[src/rtl/irq_agg_pkg.sv]
package irq_agg_pkg;

    localparam int NUM_SRC   = 11;
    localparam int NUM_LINES = 16;
    localparam int DATA_W    = 8;
    localparam int LINE_W    = $clog2(NUM_LINES);
    localparam int BIT_W     = $clog2(NUM_SRC);
    localparam int HI_BITS   = NUM_SRC - DATA_W;
    localparam int ADDR_W    = 2;

    typedef enum logic [ADDR_W-1:0] {
        SEL_STAT_LO = 2'd0,
        SEL_STAT_HI = 2'd1,
        SEL_MASK_LO = 2'd2,
        SEL_MASK_HI = 2'd3
    } reg_sel_e;

    typedef struct packed {
        logic              valid;
        logic [BIT_W-1:0]  bitn;
        logic [LINE_W-1:0] line;
    } svc_t;

    // status bit index -> bus line number
    function automatic logic [LINE_W-1:0] bit_to_line(input logic [BIT_W-1:0] b);
        logic [LINE_W-1:0] l;
        case (b)
            4'd0:    l = 4'd3;
            4'd1:    l = 4'd4;
            4'd2:    l = 4'd5;
            4'd3:    l = 4'd6;
            4'd4:    l = 4'd7;
            4'd5:    l = 4'd10;
            4'd6:    l = 4'd11;
            4'd7:    l = 4'd12;
            4'd8:    l = 4'd9;
            4'd9:    l = 4'd14;
            4'd10:   l = 4'd15;
            default: l = '0;
        endcase
        return l;
    endfunction

    // bus line number -> {valid, status bit index}, derived from the forward map
    function automatic logic [BIT_W:0] line_to_bit(input logic [LINE_W-1:0] l);
        logic [BIT_W:0] r;
        r = '0;
        for (int i = 0; i < NUM_SRC; i++) begin
            if (bit_to_line(BIT_W'(i)) == l) r = {1'b1, BIT_W'(i)};
        end
        return r;
    endfunction

endpackage

[src/rtl/irq_edge_capture.sv]
module irq_edge_capture
    import irq_agg_pkg::*;
(
    input  logic                 clk,
    input  logic                 rst,
    input  logic [NUM_LINES-1:0] lines,
    output logic [NUM_SRC-1:0]   rise
);

    logic [NUM_SRC-1:0] sel;
    logic [NUM_SRC-1:0] prev_q;

    // route valid lines onto their status positions; unwired lines fall away
    always_comb begin
        logic [BIT_W:0] hit;
        sel = '0;
        for (int l = 0; l < NUM_LINES; l++) begin
            hit = line_to_bit(LINE_W'(l));
            if (hit[BIT_W]) sel[hit[BIT_W-1:0]] = lines[l];
        end
    end

    always_ff @(posedge clk) begin
        if (rst) prev_q <= '0;
        else     prev_q <= sel;
    end

    assign rise = sel & ~prev_q;

endmodule

[src/rtl/irq_status_regs.sv]
module irq_status_regs
    import irq_agg_pkg::*;
(
    input  logic               clk,
    input  logic               rst,
    input  logic [NUM_SRC-1:0] rise,
    input  logic               wr,
    input  logic [ADDR_W-1:0]  addr,
    input  logic [DATA_W-1:0]  wdata,
    output logic [NUM_SRC-1:0] status_q,
    output logic [NUM_SRC-1:0] enable_q
);

    logic [NUM_SRC-1:0] clr;
    logic [NUM_SRC-1:0] status_d;
    logic [NUM_SRC-1:0] enable_d;

    always_comb begin
        clr      = '0;
        enable_d = enable_q;
        if (wr) begin
            case (reg_sel_e'(addr))
                SEL_STAT_LO: clr[DATA_W-1:0]       = wdata;
                SEL_STAT_HI: clr[NUM_SRC-1:DATA_W] = wdata[HI_BITS-1:0];
                SEL_MASK_LO: enable_d[DATA_W-1:0]  = wdata;
                SEL_MASK_HI: enable_d[NUM_SRC-1:DATA_W] = wdata[HI_BITS-1:0];
                default: ;
            endcase
        end
        // a fresh edge overrides an acknowledge in the same cycle
        status_d = (status_q & ~clr) | rise;
    end

    always_ff @(posedge clk) begin
        if (rst) begin
            status_q <= '0;
            enable_q <= '0;
        end else begin
            status_q <= status_d;
            enable_q <= enable_d;
        end
    end

endmodule

[src/rtl/irq_lowest_enc.sv]
module irq_lowest_enc
    import irq_agg_pkg::*;
(
    input  logic [NUM_SRC-1:0] pend,
    output svc_t               svc
);

    always_comb begin
        svc = '0;
        // scan downward so the lowest pending index is written last
        for (int b = NUM_SRC - 1; b >= 0; b--) begin
            if (pend[b]) begin
                svc.valid = 1'b1;
                svc.bitn  = BIT_W'(b);
                svc.line  = bit_to_line(BIT_W'(b));
            end
        end
    end

endmodule

[src/rtl/isa_irq_agg.sv]
module isa_irq_agg
    import irq_agg_pkg::*;
(
    input  logic                 clk,
    input  logic                 rst,
    input  logic [NUM_LINES-1:0] irq_lines,
    input  logic                 bus_wr,
    input  logic [ADDR_W-1:0]    bus_addr,
    input  logic [DATA_W-1:0]    bus_wdata,
    output logic [DATA_W-1:0]    bus_rdata,
    output logic                 irq_out,
    output logic                 svc_valid,
    output logic [BIT_W-1:0]     svc_bit,
    output logic [LINE_W-1:0]    svc_line
);

    logic [NUM_SRC-1:0] src_rise;
    logic [NUM_SRC-1:0] status_q;
    logic [NUM_SRC-1:0] enable_q;
    logic [NUM_SRC-1:0] pend;
    svc_t               svc;

    irq_edge_capture u_edge (
        .clk   (clk),
        .rst   (rst),
        .lines (irq_lines),
        .rise  (src_rise)
    );

    irq_status_regs u_regs (
        .clk      (clk),
        .rst      (rst),
        .rise     (src_rise),
        .wr       (bus_wr),
        .addr     (bus_addr),
        .wdata    (bus_wdata),
        .status_q (status_q),
        .enable_q (enable_q)
    );

    assign pend = status_q & enable_q;

    irq_lowest_enc u_enc (
        .pend (pend),
        .svc  (svc)
    );

    assign irq_out   = |pend;
    assign svc_valid = svc.valid;
    assign svc_bit   = svc.bitn;
    assign svc_line  = svc.line;

    always_comb begin
        case (reg_sel_e'(bus_addr))
            SEL_STAT_LO: bus_rdata = status_q[DATA_W-1:0];
            SEL_STAT_HI: bus_rdata = {{(DATA_W-HI_BITS){1'b0}}, status_q[NUM_SRC-1:DATA_W]};
            SEL_MASK_LO: bus_rdata = enable_q[DATA_W-1:0];
            SEL_MASK_HI: bus_rdata = {{(DATA_W-HI_BITS){1'b0}}, enable_q[NUM_SRC-1:DATA_W]};
            default:     bus_rdata = '0;
        endcase
    end

endmodule

[config.mk]
export PLATFORM = sky130hd
export DESIGN_NAME = isa_irq_agg
export DESIGN_NICKNAME = d
export VERILOG_FILES = /design/src/rtl/irq_agg_pkg.sv /design/src/rtl/irq_edge_capture.sv /design/src/rtl/irq_status_regs.sv /design/src/rtl/irq_lowest_enc.sv /design/src/rtl/isa_irq_agg.sv
export SDC_FILE = /design/constraint.sdc
export NUM_CORES = 1
export LEC_CHECK = 0
export ABC_AREA = 1
export CAP_MARGIN = 10
export CORE_MARGIN = 2
export CORE_UTILIZATION = 40
export DETAILED_ROUTE_END_ITERATION = 16
export GPL_TIMING_DRIVEN = 0
export HOLD_SLACK_MARGIN = 0.06
export PLACE_DENSITY = 0.76
export REMOVE_ABC_BUFFERS = 1
export SLEW_MARGIN = 20
export SYNTH_ARGS = -nofsm -noshare
export SYNTH_HDL_FRONTEND = slang
export SYNTH_HIERARCHICAL = 1
export SYNTH_SLANG_ARGS = --single-unit
[constraint.sdc]
create_clock -name clk -period 1.45 [get_ports clk]
set_input_delay 0.29 -clock clk [delete_from_list [all_inputs] [get_ports clk]]
set_output_delay 0.29 -clock clk [all_outputs]
set_load 0.01 [all_outputs]
### Yosys cells after proc, flatten, opt, wreduce, memory -nomap -nowiden

Index checks and enable logic that the tools add are counted.

| storage, ports and cells | value |
|---|---|
| bits in registers | 33 |
| input bits | 29 |
| output and inout port bits | 18 |
| word-level logic and storage cells | 32 |

| operators by class | value |
|---|---|
| equality and inequality tests | 3 |
| multiplexer cells | 15 |
| bitwise operators | 6 |
| reduce and logical (&&, ||, !) cells | 4 |

Operators by type and width:

| operator | count |
|---|---|
| $mux 9 | 11 |
| $and 11x11->11 | 3 |
| $pmux 8 s4 | 1 |
| $not 11->11 | 2 |
| $mux 11 | 1 |
| $or 11x11->11 | 1 |
| $reduce_or 11->1 | 1 |
| $mux 8 | 1 |
| $eq 2x2->1 const B | 2 |
| $reduce_and 2->1 | 2 |
| $mux 3 | 1 |
| $eq 2x1->1 const B | 1 |
| $logic_not 2->1 | 1 |

### Longest topological paths before layout

Gate-level depths: netlist of the first run.

| depth | value |
|---|---|
| depth after elaboration | 12 |
| gate-level depth with buffers | 11 |
| gate-level depth less buffers | 11 |

### Modules after synthesis

Netlist of the first run, hierarchy kept.

Modules (own cells, without submodules):

| module | times used | cells each | area each (um^2) | seq. area each (um^2) |
|---|---|---|---|---|
| irq_status_regs | 1 | 127 | 884.6 | 440.4 |
| irq_edge_capture | 1 | 45 | 355.3 | 220.2 |
| isa_irq_agg | 1 | 66 | 296.5 | 0.0 |
| irq_lowest_enc | 1 | 52 | 240.2 | 0.0 |

### Worst setup path after synthesis of the first run

Ideal clock, no wire load.

| timing | value |
|---|---|
| path kind | register -> output |
| start point | reg u_regs.status_q[4] |
| end point | out svc_line[3] |
| data arrival time | 1.048 ns |
| required time | 1.160 ns |
| setup slack | 0.112 ns |
| cell stages (with the launch flop) | 7 |
| buffers on the path | 0 |
| cells stage by stage | dfxtp_1 -> nand2_1 -> inv_1 -> or2_4 -> nor3_4 -> nand2_1 -> nor2_1 |

| on the way | value |
|---|---|
| cells in the longest elaborated chain, start to end | 6 |

Ends and longest elaborated chain:

| element | line | RTL |
|---|---|---|
| start: declaration | irq_status_regs.sv:10 | `output logic [NUM_SRC-1:0] status_q,` |
| start signal: assignment | irq_status_regs.sv:39 | `status_q <= status_d;` |
| $and 11x11->11 | isa_irq_agg.sv:41 | `assign pend = status_q & enable_q;` |
| via pend[4] | isa_irq_agg.sv:20 | `logic [NUM_SRC-1:0] pend;` |
| $mux 9 (5 in a row) | irq_lowest_enc.sv:12 | `if (pend[b]) begin` |
| end: declaration | isa_irq_agg.sv:14 | `output logic [LINE_W-1:0] svc_line` |

The timed path passes the listed nets, and every way through them passes these cells.

### Worst setup path after layout of the first run

| timing | value |
|---|---|
| start point | reg u_regs.status_q[3] |
| end point | out svc_line[2] |

| on the way | value |
|---|---|
| cells in the longest elaborated chain, start to end | 5 |

Ends and longest elaborated chain:

| element | line |
|---|---|
| $and 11x11->11 | isa_irq_agg.sv:41 |
| via pend[3] | isa_irq_agg.sv:20 |
| $mux 9 (4 in a row) | irq_lowest_enc.sv:12 |

The timed path passes the listed nets, and every way through them passes these cells.

==> results.txt, run 1 <==
----------------------------------------------------
[Setup path]
  Data required time at the worst endpoint ... approximately 1.2 ns
  Type of the setup path with the least slack ... reg -> out
  Endpoint class of the critical path ... output pin
  Startpoint types ... register
  Crit path DAT ... approximately 1.5 ns
  Highest net fanout along the worst path ... 3

[Place]
  Area of placed instances ... 0.00220 mm2
  Count of port buffers added during placement ... between 40 and 50
  Place WS ... -0.957 ns
  Routability cong. ... a little under 0.9
  Post-detailed-placement half-perimeter wirelength ... 3.07 mm

[Pwr]
  Sw Pwr ... around 600 uW
  Cell internal power dissipation ... 1500 uW
  Leakage Power ... between 0.001 and 0.0015 uW
  Combinational power share ... between 10% and 20%
  Share of total power in the clock network ... 32.5%
  Relative contribution of sequential cells to total power ... a little under half
  Maximum vdd drop ... ~770 uV
  Power per standard cell area ... between 800 and 900 mW/mm2
  Sw Ratio ... between 20% and 30%

[Run status]
  Failing checks ... negative setup slack
  Status ... complete, but fails checks

[Clock network]
  H-tree levels ... 2
  Sinks on the clock net ... 33
  CTS Buf Count ... 5
  Clock tree from TritonCTS ... yes
  Master cell of the clock root buffer ... clkbuf_8
  Clock Pin Slew Worst Setup and Hold Paths ... roughly 0.07 ns
  Buffer depth of the longest clock path ... 2
  Clock insertion delay at the later pin of the skew report ... 0.28 ns

[Detailed routing]
  Residual DRC count ... 0
  First-pass iteration count of the detailed router ... 4
  Vias after detailed routing ... 1836
  Total detailed-routing wirelength ... 4.14 mm
  Routed Antenna Nets ... 0
  Number of DRC markers after the initial detailed-route iteration ... 74
  Vias per Instance ... roughly 4.6
  Per-cell routed wire length ... between 10 and 15 um

[Synthesis]
  Synthesized-area fraction occupied by adder cells ... 0%
  Simple-gate share of the synthesized area ... between 30 and 40%
  Multiplexer fraction of the synthesized cell area ... 0%
  Synthesized cell area ... approximately 0.0018 mm2
  Xor/xnor cell area share of the yosys netlist ... 0%
  Synth unique cells ... 19
  Fraction of the yosys area taken by sequential cells ... 37.2%
  Count of yosys warnings during synthesis ... 6
  Synthesized-area fraction occupied by ao, oa, aoi and oai cells ... about 8.2%
  Count of state elements after synthesis ... 33
  Syn Area/Cell ... between 6 and 7 um2
  Synthesized netlist cell count ... 290
  Main combinational cell family by area after synthesis ... simple AND/OR/NAND/NOR gates

[Die]
  Number of rows created at floorplan ... 24
  IO Count ... 47
  Floorplan core area ... ~0.0043 mm2
  DIE WIDTH ... roughly 70 um
  Floorplan die area ... approximately 0.0050 mm2
  Die Ht ... 70.6 um
  Effective utilization at floorplan ... 41.1%

[Timing]
  Achievable frequency ... 574 MHz
  Number of hold violations in the final report ... 0
  Setup ws final ... -0.292 ns
  Worst Hold Slack ... ~0.45 ns
  Number of setup violations in the final report ... 9
  Worst Skew ... 0.00429 ns
  Headroom to the max-slew limit ... 67.1%
  Time the worst path needs with I/O delays and setup ... ~1.7 ns
  Slew Viols, Final ... 0
  Share of the clock period used by the worst path ... 120%
  Worst Max-Slew Pin Slew ... approximately 0.49 ns
  Setup repair after global routing missed its margin ... true

[Finish]
  Number of antenna diodes ... 0
  Fraction of final layout cells with drive strength greater than 1 ... between 20% and 30%
  Total Nets Final ... 371
  Layout Cell Area excl Fill ... ~0.0024 mm2
  Commonest cells after routing, fill and taps aside ... nand2_1, nor2_1, inv_1, nand3_1, clkdlybuf4s50_1
  Most common library cell in the layout ignoring fill and taps ... nand2_1
  Area growth from synthesis to layout ... 35.5%

[Hold path]
  Path type of the worst min-delay path ... in -> reg

[GRT]
  Overall global routing resource usage ... between 10% and 20%
  Wire length of the first global-routing pass ... between 6 and 7 mm
  Pin count of the biggest net entering global routing ... 24
  Sum of overflow across all layers after global routing ... 0
  Via count of the first global-routing pass ... 1680
  Antenna violations before repair ... 0

[Job]
  Maximum Capacitance Violations ... 0

----------------------------------------------------
==> layer usage <==
metal	vias to the layer above	GRT usage (%)	share of wire (%)
met5	-	0	0
met4	0	5.66	0.82
met3	5	3.99	4.9
met2	45	32.7	51
met1	800	19.8	43
li1	986	-	-
==> cells by family after synthesis <==
group,count (synthesis)
AOI/OAI and AO/OA,29
buffers and inverters,63
DFF,33
and+or+nand+nor,165
==> critical path, cell delays in order, from the launching register on <==
cell     delay (ns)
dfxtp_2        0.34
nand2_2        0.07
inv_2          0.05
or2_4          0.26
nor3_4         0.14
buf_4          0.14
a21oi_2        0.04
buf_2          0.13
==> through the flow <==
stage,total power [uW],utilization [%],instances,TNS [ns]
after floorplan,1210,-,284,0
after global placement,1420,50.9,377,-21.66
after detailed placement,1430,50.9,377,-22.26
after CTS,2110,54.6,392,-2.44
after global routing,2210,55.7,395,-2.91
final,2100,55.7,395,-2.02
==> final timing paths <==
check | from | slack, ns | cells after the start | endpoint
max reg2reg | u_regs/enable_q[3] | 0.68 | 3 | u_regs/enable_q[3]
min reg2reg | u_edge/prev_q[9] | 0.47 | 3 | u_regs/status_q[9]
min | rst | 0.45 | 2 | u_regs/status_q[3]
max | u_regs/status_q[3] | -0.29 | 7 | svc_line[2]
==> power by group through the flow <==
stage | registers (uW) | clock network, uW | logic, uW
after floorplan | 1010 | 0 | 199
after global placement | 1020 | 0 | 403
after CTS | 1010 | 701 | 403
after global routing | 1020 | 735 | 460
after detailed placement | 1020 | 0 | 410
final | 1010 | 682 | 410
==> layout make-up <==
| class | count | area [um2] |
|---|---|---|
| clock buffer | 5 | 68.8 |
| inverter | 57 | 221 |
| tap | 52 | 65.1 |
| sequential | 33 | 681 |
| fill | 458 | 1920 |
| clock inverter | 3 | 22.5 |
| multi-input combinational | 194 | 933 |
| timing repair buffer | 51 | 415 |
==> synthesized netlist by cell type <==
library cell,number,share of area [%]
nor2_4,2,1.3
nand2_1,77,16
nor3_4,1,0.92
o21ai_0,13,3.7
nor4_1,1,0.35
nand2_4,1,0.63
buf_6,4,2.5
clkbuf_1,2,0.42
nor3_1,1,0.28
dfxtp_1,33,37
nand3_1,23,6.5
nor3b_1,1,0.42
inv_2,2,0.42
a21oi_1,15,4.2
a31oi_1,1,0.35
nand4_1,3,1.1
inv_1,55,12
nor2_1,54,11
or2_4,1,0.49
==> sequential cells by signal (all words and copies together), names as in the netlist <==
| register | flops |
|---|---|
| u_edge/prev_q | 11 |
| u_regs/status_q | 11 |
| u_regs/enable_q | 11 |
==> timing repair <==
| item | in CTS | in global routing |
|---|---|---|
| buffers inserted | 7 | 3 |
| gates resized for setup | 106 | 28 |
| endpoints found under the setup margin | 37 | 24 |
| gates cloned | 0 | 0 |
| pin swaps | 11 | 13 |
| hold buffers | 0 | 0 |
Note: power is estimated with default switching activity, not from simulation.
==> inputs of run 2 (changes only) <==
--- a/config.mk
+++ b/config.mk
@@ -6,13 +6,13 @@
 export NUM_CORES = 1
 export LEC_CHECK = 0
 export ABC_AREA = 1
-export CAP_MARGIN = 10
+export CAP_MARGIN = 30
 export CORE_MARGIN = 2
-export CORE_UTILIZATION = 40
+export CORE_UTILIZATION = 30
 export DETAILED_ROUTE_END_ITERATION = 16
 export GPL_TIMING_DRIVEN = 0
 export HOLD_SLACK_MARGIN = 0.06
-export PLACE_DENSITY = 0.76
+export PLACE_DENSITY = 0.62
 export REMOVE_ABC_BUFFERS = 1
 export SLEW_MARGIN = 20
 export SYNTH_ARGS = -nofsm -noshare
==> run 2 against run 1 <==
The flow still finishes with violations (negative setup slack); die area rose by 31%; worst hold slack improved by 0.020 ns; first-iteration DRC count decreased by 34%; final cell count rose by 8.9%; setup slack lost 0.034 ns; global-route usage fell by 3.6 points; via count increased by 1.3%; clock power grew 29%; total power increased by 11%; register-to-register slack worse by 0.04 ns; utilization shrank 11 points; largest cell class unchanged.
==> results.txt, run 2 (same netlist as run 1, synthesis figures left out) <==
----------------------------------------------------
[Run status]
  Status ... complete, but fails checks
  Failing checks ... negative setup slack

[Timing]
  Setup repair after global routing missed its margin ... true
  Worst Hold Slack ... 0.472 ns (+0.0196 ns)
  Setup_tns ... -2.06 ns (-0.0473 ns)
  Share of the clock period used by the worst path ... 122% (+2.3 points)
  Number of hold violations in the final report ... 0 (unchanged)
  Time the worst path needs with I/O delays and setup ... 1.78 ns (+0.0338 ns)
  Achievable frequency ... 563 MHz (-1.9%)
  Worst Max-Slew Pin Slew ... 0.485 ns (-0.00684 ns)
  Number of setup violations in the final report ... 10 (+1)
  Setup ws final ... -0.326 ns (-0.0338 ns)
  Headroom to the max-slew limit ... 67.5% (+0.46 points)
  Worst Skew ... 0.00519 ns (+0.000891 ns)
  Slew Viols, Final ... 0 (unchanged)

[Finish]
  Area growth from synthesis to layout ... 45.5%
  Number of antenna diodes ... 0 (unchanged)
  Sequential cell area ... 683 um2 (+0.37%)
  Area occupied by multi-input gates ... 963 um2 (+3.2%)
  Most common library cell in the layout ignoring fill and taps ... nand2_1
  Core occupancy in the finished layout ... 44.4% (-11 points)
  Top flop regs ... u_edge/prev_q (11), u_regs/enable_q (11), u_regs/status_q (11)
  Fraction of final layout cells with drive strength greater than 1 ... 31.8% (+4.7 points)
  Commonest cells after routing, fill and taps aside ... nand2_1, nor2_1, inv_1, buf_4
  Total Nets Final ... 383 (+3.2%)
  Filler cell count in the final layout ... 656 (+43%)
  Post-route non-filler standard cell count ... 430 (+8.9%)

[Setup path]
  Register-to-register setup slack ... 0.64 ns (-0.04 ns)
  RR Startpoint ... u_regs/status_q[9]
  Type of the setup path with the least slack ... reg -> out
  Crit path DAT ... 1.49 ns (+0.04 ns)
  R2R depth ... 4 (+1)
  Highest net fanout along the worst path ... 2 (-1)
  Endpoint of the worst-slack reg-to-reg timing path ... u_regs/status_q[9]
  Endpoint class of the critical path ... output pin
  Data required time at the worst endpoint ... 1.16 ns (about the same)
  Startpoint types ... register

[Detailed routing]
  Number of DRC markers after the initial detailed-route iteration ... 49 (-34%)
  Vias per Instance ... 4.33 (-6.9%)
  Per-cell routed wire length ... 10.4 um (-1.0%)
  Routed Antenna Nets ... 0 (unchanged)
  Residual DRC count ... 0 (unchanged)
  Total detailed-routing wirelength ... 4.47 mm (+7.7%)
  First-pass iteration count of the detailed router ... 4 (unchanged)
  Vias after detailed routing ... 1860 (+1.3%)

[Place]
  Place WS ... -0.963 ns (-0.00618 ns)
  Post-detailed-placement half-perimeter wirelength ... 3.23 mm (+5.3%)
  Count of port buffers added during placement ... 41 (unchanged)
  Routability cong. ... 0.801 (-9.8%)
  Placed insts ... 400 (+6.1%)

[Die]
  Floorplan core area ... 0.00582 mm2 (+34%)
  Die Ht ... 81.0 um (+15%)
  Effective utilization at floorplan ... 30.6% (-11 points)
  Floorplan die area ... 0.00655 mm2 (+31%)
  DIE WIDTH ... 81.0 um (+15%)
  Number of rows created at floorplan ... 28 (+17%)
  IO Count ... 47 (unchanged)

[Hold path]
  Min-delay src ... u_edge/prev_q[1]
  Worst-case hold path end point ... u_regs/status_q[1]
  Path type of the worst min-delay path ... reg -> reg
  Hold Path Depth ... 3 (+1)

[GRT]
  Pin count of the biggest net entering global routing ... 24 (unchanged)
  Via count of the first global-routing pass ... 1739 (+3.5%)
  Overall global routing resource usage ... 14.0% (-3.6 points)
  Antenna violations before repair ... 0 (unchanged)
  Sum of overflow across all layers after global routing ... 0 (unchanged)
  Wire length of the first global-routing pass ... 7.21 mm (+3.5%)

[Clock network]
  H-tree levels ... 2 (unchanged)
  Master cell of the clock root buffer ... clkbuf_8
  Clock tree from TritonCTS ... yes
  Clock insertion delay at the later pin of the skew report ... 0.28 ns (about the same)
  Sinks on the clock net ... 33 (unchanged)
  CTS Buf Count ... 5 (unchanged)
  Buffer depth of the longest clock path ... 2 (unchanged)
  CTS Hold Buffers Added ... 0 (unchanged)
  Clock Pin Slew Worst Setup and Hold Paths ... 0.06 ns (about the same)

[Pwr]
  Power per standard cell area ... 902 mW/mm2 (+3.3%)
  Maximum vdd drop ... 459 uV (-41%)
  Leakage Power ... 0.00144 uW (+7.3%)

[Job]
  Maximum Capacitance Violations ... 0 (unchanged)

----------------------------------------------------
run 2: cell types whose count changed in the layout (fill, tap and decap cells not counted), moves of 3 or more:
cell,change
buf_4,+10
clkinvlp_4,-3
nand2_1,-3
inv_2,+3
nand2_2,+3
inv_1,-3
run 2: timing repair:
action | in CTS | in global routing
pin swaps | 16 | 15
buffers inserted | 19 | 4
endpoints found under the setup margin | 37 | 25
resized for setup | 120 | 31
run 2: final cells by class:
class | count | share of cell area (%)
clock inverter | 1 | 1.16
timing repair buffer | 63 | 19.6
clock buffer | 7 | 3.34
sequential | 33 | 26.4
multi-input combinational | 194 | 37.3
inverter | 57 | 8.57
tap | 75 | 3.63
run 2: layer usage:
| layer | share of wire (%) | GRT usage [%] |
|---|---|---|
| met5 | 0 | 0 |
| met4 | 1.5 | 5.08 |
| met3 | 3.9 | 2.33 |
| met2 | 50 | 25.7 |
| met1 | 44 | 16.2 |
run 2: per-stage QoR:
step / cell area [um2] / power, uW
2_1_floorplan: 1720 / 1210
3_3_place_gp: 2230 / 1430
3_5_place_dp: 2230 / 1430
4_1_cts: 2520 / 2340
5_1_grt: 2580 / 2450
6_report: 2580 / 2330
run 2: worst max-delay path by stage:
stage	startpoint	to	slack (ns)
floorplan	u_regs/status_q[4]	svc_line[3]	0.11
global placement	bus_addr[1]	bus_rdata[2]	-0.94
detailed placement	bus_addr[1]	bus_rdata[2]	-0.96
CTS	u_regs/enable_q[3]	svc_line[3]	-0.34
global route	u_regs/status_q[9]	svc_line[3]	-0.39
finish	u_regs/status_q[8]	svc_line[3]	-0.33
run 2: power breakdown:
group / internal, uW / switching, uW
combinational: 213 / 232
clock: 560 / 319
sequential: 970 / 38.7
run 2: critical path: stages, from the launching register on:
cell     delay (ns)
dfxtp_2        0.33
nand2_2        0.07
inv_2          0.05
inv_2          0.07
nand3_4        0.09
nor4_4         0.27
buf_4          0.16
nor2_1         0.03
buf_2          0.13
==> inputs of run 3 (changes only) <==
--- a/config.mk
+++ b/config.mk
@@ -12,10 +12,9 @@
 export DETAILED_ROUTE_END_ITERATION = 16
 export GPL_TIMING_DRIVEN = 0
 export HOLD_SLACK_MARGIN = 0.06
-export PLACE_DENSITY = 0.62
+export PLACE_DENSITY = 0.63
 export REMOVE_ABC_BUFFERS = 1
 export SLEW_MARGIN = 20
 export SYNTH_ARGS = -nofsm -noshare
 export SYNTH_HDL_FRONTEND = slang
-export SYNTH_HIERARCHICAL = 1
 export SYNTH_SLANG_ARGS = --single-unit
==> run 3 against run 2 <==
The run still ends with negative setup slack left; clock power is 28% lower; clock skew rose by 0.0019 ns; highest routed layer unchanged; synthesized area decreased by 11%; total power down 7.5%.
==> results.txt, run 3 <==
----------------------------------------------------
[Clock network]
  CTS Buf Count ... 5 (unchanged)
  Clock tree from TritonCTS ... yes
  Master cell of the clock root buffer ... clkbuf_8
  Clock insertion delay at the later pin of the skew report ... 0.28 ns (about the same)
  Sinks on the clock net ... 33 (unchanged)
  Clock Pin Slew Worst Setup and Hold Paths ... 0.06 ns (about the same)
  Buffer depth of the longest clock path ... 2 (unchanged)
  CTS Hold Buffers Added ... 0 (unchanged)
  H-tree levels ... 2 (unchanged)

[GRT]
  Overall global routing resource usage ... 16.0% (+2.0 points)
  Antenna violations before repair ... 0 (unchanged)
  Wire length of the first global-routing pass ... 7.50 mm (+4.0%)
  Pin count of the biggest net entering global routing ... 24 (unchanged)
  Sum of overflow across all layers after global routing ... 0 (unchanged)
  Via count of the first global-routing pass ... 1680 (-3.4%)

[Pwr]
  Combinational power share ... 23.4% (+4.3 points)
  Power per standard cell area ... 850 mW/mm2 (-5.8%)
  Sw Ratio ... 27.2% (+1.9 points)
  Relative contribution of sequential cells to total power ... 47.1% (+3.8 points)
  Leakage Power ... 0.00127 uW (-12%)
  Sw Pwr ... 587 uW (-0.42%)
  Cell internal power dissipation ... 1570 uW (-9.9%)
  Share of total power in the clock network ... 29.5% (-8.2 points)
  Maximum vdd drop ... 508 uV (+11%)

[Setup path]
  Data required time at the worst endpoint ... 1.16 ns (about the same)
  Endpoint of the worst-slack reg-to-reg timing path ... u_regs.status_q[2]
  Cell repeated most along the worst path ... nand2_1
  R2R depth ... 3 (-1)
  RR Startpoint ... u_regs.status_q[2]
  Endpoint class of the critical path ... output pin
  Type of the setup path with the least slack ... reg -> out
  Crit-path max cell delay ... 0.35 ns (+0.02 ns)
  Highest net fanout along the worst path ... 4 (+2)
  Register-to-register setup slack ... 0.64 ns (about the same)
  Cell-by-cell trace of the critical path ... nand2_4, buf_12, nand2_4, nand2_1, nand2_1, nand2_1, a31oi_1, buf_2
  Startpoint types ... register
  Cell type of the slowest stage on the worst timing path ... dfxtp_2
  Crit path DAT ... 1.40 ns (-0.09 ns)

[Hold path]
  Hold Path Depth ... 2 (-1)
  Worst-case hold path end point ... u_regs.enable_q[2]
  Path type of the worst min-delay path ... reg -> reg
  Min-delay src ... u_regs.enable_q[2]

[Timing]
  Worst Hold Slack ... 0.490 ns (+0.0181 ns)
  Setup ws final ... -0.242 ns (+0.0840 ns)
  Slew Viols, Final ... 0 (unchanged)
  Number of setup violations in the final report ... 10 (unchanged)
  Headroom to the max-slew limit ... 61.2% (-6.3 points)
  Worst Skew ... 0.00706 ns (+0.00188 ns)
  Share of the clock period used by the worst path ... 117% (-5.8 points)
  Worst Max-Slew Pin Slew ... 0.582 ns (+0.0968 ns)
  Time the worst path needs with I/O delays and setup ... 1.69 ns (-0.0840 ns)
  Number of hold violations in the final report ... 0 (unchanged)
  Setup_tns ... -1.81 ns (+0.254 ns)
  Setup repair after global routing missed its margin ... true
  Achievable frequency ... 591 MHz (+5.0%)

[Finish]
  Core occupancy in the finished layout ... 49.7% (+5.2 points)
  Number of antenna diodes ... 0 (unchanged)
  Fraction of final layout cells with drive strength greater than 1 ... 41.5% (+9.7 points)
  Total Nets Final ... 334 (-13%)
  Commonest cells after routing, fill and taps aside ... nor2_1, buf_4, nand2_1, inv_1, a21oi_1
  Post-route non-filler standard cell count ... 376 (-13%)
  Filler cell count in the final layout ... 519 (-21%)
  Area growth from synthesis to layout ... 60.7%
  Top flop regs ... u_edge.prev_q (11), u_regs.enable_q (11), u_regs.status_q (11)
  Sequential cell area ... 689 um2 (+0.92%)
  Area occupied by multi-input gates ... 928 um2 (-3.6%)
  Most common library cell in the layout ignoring fill and taps ... nor2_1

[Die]
  DIE WIDTH ... 76.6 um (-5.4%)
  Die Ht ... 76.6 um (-5.4%)
  Floorplan core area ... 0.00511 mm2 (-12%)
  IO Count ... 47 (unchanged)
  Number of rows created at floorplan ... 26 (-7.1%)
  Floorplan die area ... 0.00586 mm2 (-11%)
  Effective utilization at floorplan ... 30.9% (+0.37 points)

[Synthesis]
  Count of yosys warnings during synthesis ... 0 (-6)
  EDFF count, synth ... 0 (unchanged)
  Primary flip-flop cell chosen by synthesis mapping ... dfxtp_1
  Largest cells by area after synthesis ... dfxtp_1, nand2_1, nor2_1
  Fraction of synthesized cell area taken by the top area cell type ... 41.8% (+4.7 points)
  Synth top cells by count ... nand2_1, nor2_1, dfxtp_1
  Synthesized cell area ... 0.00158 mm2 (-11%)
  Cell with the most instances after synthesis ... nand2_1
  Synth unique cells ... 26 (+7)
  Syn Area/Cell ... 6.93 um2 (+13%)
  Library cell occupying the most area in the post-synthesis netlist ... dfxtp_1
  Count of state elements after synthesis ... 33 (unchanged)
  Fraction of the yosys area taken by sequential cells ... 41.8% (+4.7 points)
  Synthesized netlist cell count ... 228 (-21%)
  Proportion of synthesized flip-flops having asynchronous set or reset ... 0% (unchanged)

[Place]
  Routability cong. ... 0.831 (+3.7%)
  Place WS ... -1.10 ns (-0.135 ns)
  Count of port buffers added during placement ... 41 (unchanged)
  Post-detailed-placement half-perimeter wirelength ... 2.81 mm (-13%)
  Placed insts ... 332 (-17%)

[Detailed routing]
  Number of DRC markers after the initial detailed-route iteration ... 71 (+45%)
  Vias per Instance ... 4.61 (+6.6%)
  Total detailed-routing wirelength ... 4.55 mm (+1.9%)
  Residual DRC count ... 0 (unchanged)
  First-pass iteration count of the detailed router ... 4 (unchanged)
  Routed Antenna Nets ... 0 (unchanged)
  Per-cell routed wire length ... 12.1 um (+17%)
  Vias after detailed routing ... 1733 (-6.8%)

[Run status]
  Failing checks ... negative setup slack
  Status ... complete, but fails checks

[Job]
  Maximum Capacitance Violations ... 0 (unchanged)

----------------------------------------------------
run 3: worst max-delay path by stage:
| stage | start | to | slack, ns | cells past startpoint |
|---|---|---|---|---|
| 6_report | u_regs.status_q[10] | svc_line[2] | -0.24 | 8 |
| 5_1_grt | u_regs.status_q[10] | svc_line[2] | -0.34 | 8 |
| 4_1_cts | u_regs.enable_q[8] | svc_bit[0] | -0.24 | 10 |
| 3_5_place_dp | bus_addr[1] | bus_rdata[0] | -1.10 | 4 |
| 3_3_place_gp | bus_addr[1] | bus_rdata[0] | -1.09 | 4 |
| 2_1_floorplan | u_regs.status_q[3] | svc_bit[3] | 0.16 | 5 |
run 3: power by group through the flow:
stage | sequential [uW] | combinational [uW] | clock [uW]
floorplan | 1010 | 188 | 0
global placement | 1010 | 398 | 0
detailed placement | 1020 | 405 | 0
CTS | 1010 | 477 | 662
global route | 1020 | 555 | 695
finish | 1020 | 505 | 636
run 3: through the flow:
step | power, uW | instance area [um2]
2_1_floorplan | 1200 | 1530
3_3_place_gp | 1410 | 2030
3_5_place_dp | 1420 | 2030
4_1_cts | 2150 | 2430
5_1_grt | 2270 | 2540
6_report | 2160 | 2540
run 3: final cells by class:
| cell class | count | area share (%) |
|---|---|---|
| Multi-Input combinational cell | 160 | 36.6 |
| Sequential cell | 33 | 27.2 |
| Timing Repair Buffer | 77 | 25.4 |
| Inverter | 28 | 4.24 |
| Tap cell | 70 | 3.45 |
| Clock buffer | 8 | 3.16 |
run 3: cell families (layout without fill, tap and decap cells):
logic type             after synthesis  in the layout  synth area share, %
flip-flops                          33             33                 41.8
AND/OR/NAND/NOR                    112            112                 30.9
buffers and inverters               35            113                 9.90
AO/OA/AOI/OAI                       48             48                 17.4
run 3: worst max-delay path: cells and delay by family, from the launching register on:
kind | cells | cell delay, ns
and+or+nand+nor | 5 | 0.33
AOI/OAI and AO/OA | 1 | 0.16
buffers and inverters | 2 | 0.28
DFF | 1 | 0.35
run 3: what timing repair did:
item,in CTS,in global routing
setup buffers,32,4
resized for setup,135,29
pin swaps,24,17
endpoints found under the setup margin,37,17
run 3: routing by layer:
layer / part of all wire (%) / wire [um] / global-route usage [%]
met5: 0 / 0 / 0
met4: 3.3 / 148 / 8.91
met3: 4.8 / 218 / 4.03
met1: 42 / 1900 / 17.6
met2: 50 / 2290 / 28.1
